--- config.mk ---
export PLATFORM = sky130hd
export DESIGN_NAME = dp_ea_gen
export DESIGN_NICKNAME = d
export VERILOG_FILES = /design/src/rtl/dp_ea_pkg.sv /design/src/rtl/dp_ea_decode.sv /design/src/rtl/dp_ea_form.sv /design/src/rtl/dp_ea_xupd.sv /design/src/rtl/dp_ea_gen.sv
export SDC_FILE = /design/constraint.sdc
export NUM_CORES = 1
export LEC_CHECK = 0
export BUFFER_PORTS_ARGS = -buffer_cell sky130_fd_sc_hd__buf_2
export CAP_MARGIN = 20
export CORE_MARGIN = 2
export CORE_UTILIZATION = 32
export DETAILED_ROUTE_END_ITERATION = 8
export PLACE_DENSITY = 0.59
export REMOVE_ABC_BUFFERS = 1
export SLEW_MARGIN = 10
export SYNTH_ARGS = -nofsm -noshare
export SYNTH_HDL_FRONTEND = slang
export SYNTH_HIERARCHICAL = 1
export SYNTH_SLANG_ARGS = --single-unit
--- constraint.sdc ---
create_clock -name clk -period 0.9 [get_ports clk]
set_clock_uncertainty 0.1 [all_clocks]
set_input_delay 0.135 -clock clk [delete_from_list [all_inputs] [get_ports clk]]
set_output_delay 0.135 -clock clk [all_outputs]
set_load 0.005 [all_outputs]
--- src/rtl/dp_ea_pkg.sv ---
package dp_ea_pkg;
   localparam int BYTE_W = 8;

   localparam logic [BYTE_W-1:0] OP_ABS  = 8'h98;
   localparam logic [BYTE_W-1:0] OP_XIND = 8'hD4;
   localparam logic [BYTE_W-1:0] OP_XINC = 8'hDB;
   localparam logic [BYTE_W-1:0] OP_DPX  = 8'hC6;

   typedef enum logic [2:0] {
      AM_ABS  = 3'd0,
      AM_XIND = 3'd1,
      AM_XINC = 3'd2,
      AM_DPX  = 3'd3,
      AM_BAD  = 3'd4
   } amode_t;
endpackage

--- src/rtl/dp_ea_decode.sv ---
module dp_ea_decode
   import dp_ea_pkg::*;
#(
   parameter int OPC_W = 8
) (
   input  logic [OPC_W-1:0] opcode,
   output amode_t           mode
);
   generate
      if (OPC_W != BYTE_W) begin : g_bad_w
         $error("dp_ea_decode: opcode width must be %0d", BYTE_W);
      end
   endgenerate

   always_comb begin
      unique case (opcode)
         OP_ABS:  mode = AM_ABS;
         OP_XIND: mode = AM_XIND;
         OP_XINC: mode = AM_XINC;
         OP_DPX:  mode = AM_DPX;
         default: mode = AM_BAD;
      endcase
   end
endmodule

--- src/rtl/dp_ea_form.sv ---
module dp_ea_form
   import dp_ea_pkg::*;
#(
   parameter int DW = 8,
   parameter int AW = 16
) (
   input  amode_t          mode,
   input  logic [DW-1:0]   opnd0,
   input  logic [DW-1:0]   opnd1,
   input  logic [DW-1:0]   x_in,
   input  logic            pg_sel,
   input  logic [DW-1:0]   pg_reg,
   output logic [AW-1:0]   ea_comb
);
   localparam int HI_W = AW - DW;

   generate
      if (HI_W != DW) begin : g_bad_aw
         $error("dp_ea_form: address width must be twice the byte width");
      end
   endgenerate

   logic [DW-1:0] page_hi;
   logic [DW-1:0] off_sum;

   assign page_hi = pg_sel ? pg_reg : '0;
   assign off_sum = opnd0 + x_in;

   always_comb begin
      case (mode)
         AM_ABS:          ea_comb = {opnd1, opnd0};
         AM_XIND,
         AM_XINC:         ea_comb = {page_hi, x_in};
         AM_DPX:          ea_comb = {page_hi, off_sum};
         default:         ea_comb = '0;
      endcase
   end
endmodule

--- src/rtl/dp_ea_xupd.sv ---
module dp_ea_xupd #(
   parameter int DW = 8
) (
   input  logic [DW-1:0] x_in,
   output logic [DW-1:0] x_inc
);
   generate
      if (DW < 1) begin : g_bad_dw
         $error("dp_ea_xupd: width must be positive");
      end
   endgenerate

   assign x_inc = x_in + DW'(1);
endmodule

--- src/rtl/dp_ea_gen.sv ---
module dp_ea_gen
   import dp_ea_pkg::*;
#(
   parameter int DW = 8,
   parameter int AW = 16
) (
   input  logic          clk,
   input  logic          rst_n,
   input  logic          req,
   input  logic [DW-1:0] opcode,
   input  logic [DW-1:0] opnd0,
   input  logic [DW-1:0] opnd1,
   input  logic [DW-1:0] x_in,
   input  logic          pg_sel,
   input  logic [DW-1:0] pg_reg,
   output logic [AW-1:0] ea,
   output logic          ea_valid,
   output logic          illegal_op,
   output logic [DW-1:0] x_next,
   output logic          x_wr
);
   generate
      if (AW != 2 * DW) begin : g_bad_cfg
         $error("dp_ea_gen: AW must equal 2*DW");
      end
   endgenerate

   amode_t        mode;
   logic [AW-1:0] ea_comb;
   logic [DW-1:0] x_inc;
   logic          known;

   dp_ea_decode #(.OPC_W(DW)) u_dec (
      .opcode (opcode),
      .mode   (mode)
   );

   dp_ea_form #(.DW(DW), .AW(AW)) u_form (
      .mode    (mode),
      .opnd0   (opnd0),
      .opnd1   (opnd1),
      .x_in    (x_in),
      .pg_sel  (pg_sel),
      .pg_reg  (pg_reg),
      .ea_comb (ea_comb)
   );

   dp_ea_xupd #(.DW(DW)) u_xupd (
      .x_in  (x_in),
      .x_inc (x_inc)
   );

   assign known = (mode != AM_BAD);

   always_ff @(posedge clk or negedge rst_n) begin
      if (!rst_n) begin
         ea         <= '0;
         ea_valid   <= 1'b0;
         illegal_op <= 1'b0;
         x_next     <= '0;
         x_wr       <= 1'b0;
      end else begin
         ea_valid   <= req && known;
         illegal_op <= req && !known;
         x_wr       <= req && (mode == AM_XINC);
         if (req && known) begin
            ea <= ea_comb;
         end
         if (req && (mode == AM_XINC)) begin
            x_next <= x_inc;
         end
      end
   end
endmodule

Word-level counts from Yosys, hierarchy flattened
Cells that the tools add are included.
- output and inout port bits: 27
- word-level logic and storage cells: 24
- register bits: 27
- input port bits: 44
- multiplexer cells: 3
- equal/unequal tests: 8
- add/subtract/negate cells: 2
- reduce and logical (&&, ||, !) cells: 6
- operators with widths (cell ; count):
    16-bit one-hot mux with 3 select lines ; 1
    8-bit == test, second input constant ; 4
    3-bit one-hot mux with 4 select lines ; 1
    8-bit by 1-bit adder with 8-bit output, second input constant ; 1
    8-bit adder ; 1
    8-bit 2-to-1 mux ; 1
    3-bit by 2-bit == test with 1-bit output, second input constant ; 2
    3-bit by 1-bit == test with 1-bit output, second input constant ; 1
    1-bit logical AND ; 3
    3-bit zero test ; 1
    3-bit != test, second input constant ; 1
    2-bit OR reduction ; 1
    1-bit zero test ; 1

Logic depth before layout (Yosys ltp)
- depth in word-level cells: 5
- mapped depth: 11
- gate-level depth less buffers: 10

Hierarchy
Netlist, hierarchy kept.
- by module, submodules not included (module ; cells an instance ; instances ; area each (um^2) ; sequential area each (um^2)):
    dp_ea_gen ; 114 ; 1 ; 1358.8 ; 675.6
    dp_ea_form ; 117 ; 1 ; 759.5 ; 0.0
    dp_ea_xupd ; 16 ; 1 ; 116.4 ; 0.0
    dp_ea_decode ; 13 ; 1 ; 87.6 ; 0.0

Least setup slack after synthesis
OpenSTA, ideal clock, no wires.
- path type: input -> register
- from: in opcode[3]
- to: reg ea[3]
- stages: 8
- slack: -1.147 ns
- setup time: 0.131 ns
- arrival time: 1.816 ns
- data required time: 0.669 ns
- path through: and4b_1 o2111a_1 a41oi_1 buf_1 clkbuf_1 a211oi_1 nand2_1 o211ai_1
- longest elaborated chain between the ends: 5
- elaborated cells between the ends (all ways): 13
- those cells by class: 8 x eq/ne; 2 x mux; 3 x reduce/logical
- ends and longest elaborated chain (element ; RTL line ; text):
    start, declared ; dp_ea_gen.sv:10 ; input logic [DW-1:0] opcode,
    8-bit == test ; dp_ea_decode.sv:16 ; unique case (opcode)
    3-bit one-hot mux with 4 select lines * ; dp_ea_decode.sv:16 ;
    net mode[1] ; dp_ea_gen.sv:28 ; amode_t mode;
    3-bit by 2-bit == test with 1-bit output / 3-bit by 1-bit == test with 1-bit output (equally long branches) ; dp_ea_form.sv:30 ; case (mode)
    2-bit OR reduction ; dp_ea_form.sv:30 ;
    16-bit one-hot mux with 3 select lines * ; dp_ea_form.sv:30 ;
    net ea_comb[3] ; dp_ea_gen.sv:29 ; logic [AW-1:0] ea_comb;
    end signal, assigned ; dp_ea_gen.sv:67 ; ea <= ea_comb;
    end, declared ; dp_ea_gen.sv:16 ; output logic [AW-1:0] ea,
Mark *: on every way through the listed nets, which the timed path passes. The rest lies on a longest branch.
A chain may end at the register's enable or synchronous reset.

Worst setup path after layout
- from: in opnd0[0]
- to: reg ea[4]
- longest elaborated chain between the ends: 2
- ends and longest elaborated chain (element ; RTL line ; text):
    start, declared ; dp_ea_gen.sv:11 ; input logic [DW-1:0] opnd0,
    8-bit adder ; dp_ea_form.sv:27 ; assign off_sum = opnd0 + x_in;
    16-bit one-hot mux with 3 select lines ; dp_ea_form.sv:30 ;
    net ea_comb[4] ; dp_ea_gen.sv:29 ;
The timed path passes the listed nets, and every way through them passes these cells.

==> results.md <==
Pwr:
- The cell-internal power is around 2.1 mW.
- The post-route total power is 3.01 mW.
- In this run, flip-flops and latches consume approximately two fifths of the power.
- The worst supply voltage drop on vdd is around 370 uV.
- The switching power total is 0.904 mW.
- For this design the ratio of total power to cell area is about 760 nW/um^2.
- The power share of the clock group is 24.1%.
- The switching part of the total is 30.1%.
- The share of total power dissipated in combinational logic is 34.2%.
- The standby leakage power is 1.69 nW.

Global routing:
- Entering global routing, the biggest net connects 35 pins.
- The global routing stage identified its most utilized layer as met2.
- The wire length of the first global-routing pass is roughly 12 mm.
- The number of global-route vias before repair came to 2488.
- The met1 layer usage reported by global route is between 20% and 30%.
- For this run, global-route usage on met3 was measured as under 10%.
- Global routing consumed, on the met2 layer, roughly a third of the routing resources.
- Global routing used 18.2% of the available tracks.
- The total overflow left after global routing is 0.
- The initial antenna violation count was 0.

Die:
- The count of pins on the block boundary is between 70 and 80.
- In this run the horizontal extent of the chip is slightly below 90 um.
- The die covers 7950 um^2.
- The initial cell density of the core is around 33%.
- The floorplan has 31 rows.
- The area of the core region is between 7000 and 8000 um^2.
- Measured along the y axis, the die boundary spans approximately 89 um.

Synthesis:
- The share of synthesized flip-flops with an asynchronous set or reset is between 90% and 100%.
- The count of mapped cells out of synthesis is 260.
- The biggest area contributor in the post-synthesis netlist is dfrtp_1.
- The commonest cells after synthesis are nand2_1 (35), dfrtp_1 (27), nand2b_1 (20), o211ai_1 (18), nand4bb_1 (16).
- In the post-synthesis netlist, the biggest area contributors are dfrtp_1 (29%), nand4bb_1 (7.8%), o211ai_1 (5.8%).
- The count of unique library cells instantiated by Yosys is 47.
- Synthesis inferred 27 register bits.
- The fraction of post-synthesis cell area in the top cell type by area is 29.1%.
- The cell area that synthesis handed to floorplanning was 2320 um^2.
- Yosys instantiated no cell more often than nand2_1.
- The number of warnings reported in the yosys synthesis log is 6.
- The share of the Yosys chip area taken by registers is 29.1%.
- The average instance area after synthesis is roughly 8.9 um^2.
- The most frequently used flop master after synthesis is dfrtp_1.
- Yosys mapped a number of flops with a built-in enable equal to 0.

Placement:
- At the end of routability-driven placement, the weighted congestion stood at roughly 0.78.
- Summed over all nets, the half-perimeter wirelength after detailed placement is between 4 and 5 mm.
- Port buffering added 70 buffers.

STA:
- Dividing the final minimum period by the clock period gives 201%.
- Setup repair after global routing could not meet its margin everywhere.
- The number of slew-limit violations in the final report is 0.
- The number of setup violations in the final report is 54.
- The final total negative setup slack is -21870 ps.
- The number of hold-slack violations in the final timing report was 0.
- The minimum setup slack in the final design is -910 ps.
- The worst pin sits at a relative slew slack of approximately four fifths.
- For the pin with the worst max-slew slack, the measured transition is just under 300 ps.
- After layout, the minimum clock period comes to between 1500 and 2000 ps.
- The achievable frequency is between 0.5 and 0.6 GHz.

Drt:
- The residual DRC count is 0.
- The average detailed-routed wire length per instance is ~15 um.
- The first detailed-routing pass ran for 4 iterations.
- Dividing the detail-routed via count by the number of cells gives between 5 and 6.
- For this block, the initial DRC count from the detailed router was between 100 and 150.
- After detailed routing, the total wire length is ~7.4 mm.
- The count of antenna-violating nets left after detailed routing is 0.
- The total number of vias is roughly 2500.

Critical path:
- The data arrival time of the worst path is ~1900 ps.
- The required time of the critical path is slightly below 1000 ps.
- The longest individual stage delay on the worst path is approximately 340 ps.
- The startpoint type of the worst setup path is an input pin.
- The cell with the biggest individual delay on the critical path is fa_2.
- The worst setup path is captured at a register.
- The critical path is of the in -> reg type.
- The critical path goes through buf_8, ha_4, fa_2, a21o_1, buf_4, a21oi_2, xnor2_1, a21oi_1, nor3_1, nand2_1, o211ai_1.
- The maximum fanout count along the critical path is 2.

Clock network:
- TritonCTS built the clock tree.
- The clock drives 27 sinks.
- The clock-pin slew of the registers on the worst-case setup and hold paths is approximately 100 ps.
- The clock latency on the worst-skew pair is approximately 270 ps.
- The number of buffers on the longest clock path is 2.
- The number of clock buffers inserted by TritonCTS is 3.
- In this run the number of H-tree levels came out at 1.
- In this run the clock root is driven by a clkbuf_8.

Cells and area:
- In the final layout, the share of cells above drive strength 1 is 55.1%.
- The filler cells instantiated in the layout total roughly 670.
- For this run, the post-layout net count is roughly 450.
- Relative to the synthesized area, the layout overhead comes to 69.7%.
- The number of diodes is 0.

Run:
- Across the run, the number of max-cap violations was 0.

Outcome:
- The final reports fail on setup timing.
- The run finished, with violations left.

Worst hold path:
- The path category of the worst min-delay check is in -> reg.
## cell families (layout without fill, tap and decap cells)
| group | count (synthesis) | in the layout | share of synthesized area, % |
|---|---|---|---|
| adders and majority gates | 9 | 9 | 5.17 |
| and+or+nand+nor | 116 | 117 | 31.5 |
| xor gates and xnor gates | 10 | 10 | 3.77 |
| muxes | 12 | 12 | 6.90 |
| buffers and inverters | 23 | 161 | 4.53 |
| AOI/OAI and AO/OA | 63 | 63 | 19.1 |
| DFF | 27 | 27 | 29.1 |
## sequential cells by signal, indices dropped and copies added, names as in the netlist
name	flops
illegal_op	1
ea_valid	1
x_wr	1
x_next	8
ea	16
## power by group through the flow
stage | logic, mW | registers [mW] | clock network, mW
finish | 1.03 | 1.25 | 0.725
global placement | 0.746 | 1.28 | 0
floorplan | 0.349 | 1.28 | 0
CTS | 0.967 | 1.25 | 0.740
detailed placement | 0.763 | 1.28 | 0
global route | 1.12 | 1.26 | 0.784
## per-stage QoR
stage / hold WS [ps] / instances / instance area (um^2) / worst slack (ps) / util, %
floorplan: -261 / 240 / 2230 / -2420 / -
global placement: -5.29 / 457 / 3140 / -1310 / 44.0
detailed placement: -7.88 / 457 / 3140 / -1340 / 44.0
CTS: 138 / 493 / 3820 / -856 / 53.5
global route: 142 / 498 / 3940 / -1010 / 55.2
finish: 142 / 498 / 3940 / -910 / 55.2
## area by class of cell
type	count	area [um^2]	share of cell area [%]
Multi-Input combinational cell	211	1860	47.2
Timing Repair Buffer	154	1220	31.0
Sequential cell	27	676	17.1
Tap cell	99	124	3.14
Clock buffer	3	41.3	1.05
Inverter	3	11.3	0.286
Clock inverter	1	7.51	0.191
## layout by cell type (no fill, tap or decap), drive strengths merged, types with 9 or more instances in the layout
cell type	count
buf	153
a211oi	13
nand2	35
a21oi	13
o211ai	18
nand2b	20
nor2b	9
nand4bb	16
nand3	12
dfrtp	27
## timing repair
action	CTS	global route
resized for setup	77	18
endpoints found under the setup margin	54	54
gates cloned	4	0
endpoints found under the hold margin	27	0
buffers inserted	29	5
hold buffers	1	0
pin swaps	42	27
## metal layers
| metal | wire length, um | share of wire, % |
|---|---|---|
| met1 | 3250 | 44 |
| met2 | 3760 | 51 |
| met3 | 332 | 4.5 |
| met4 | 29 | 0.39 |
| met5 | 0 | 0 |
## critical path, delay by kind of cell
| family | cells | cell delay [ps] |
|---|---|---|
| AO/OA/AOI/OAI | 4 | 590 |
| buffers and inverters | 2 | 240 |
| adder cells (fa/ha/maj) | 2 | 490 |
| AND/OR/NAND/NOR | 2 | 320 |
| XOR/XNOR | 1 | 130 |
## worst paths after layout
kind | startpoint | to | slack (ps) | cells past startpoint
max in group asynchronous | rst_n | x_next[5] | 320 | 3
setup / recovery | opnd0[0] | ea[4] | -910 | 11
hold / removal | pg_reg[2] | ea[10] | 140 | 5
setup reg to reg | x_next[0] | x_next[0] | -90 | 2
hold reg to reg | x_next[2] | x_next[2] | 450 | 1
min in group asynchronous | rst_n | ea[14] | 220 | 3
Note: power is estimated with default switching activity, not from simulation.
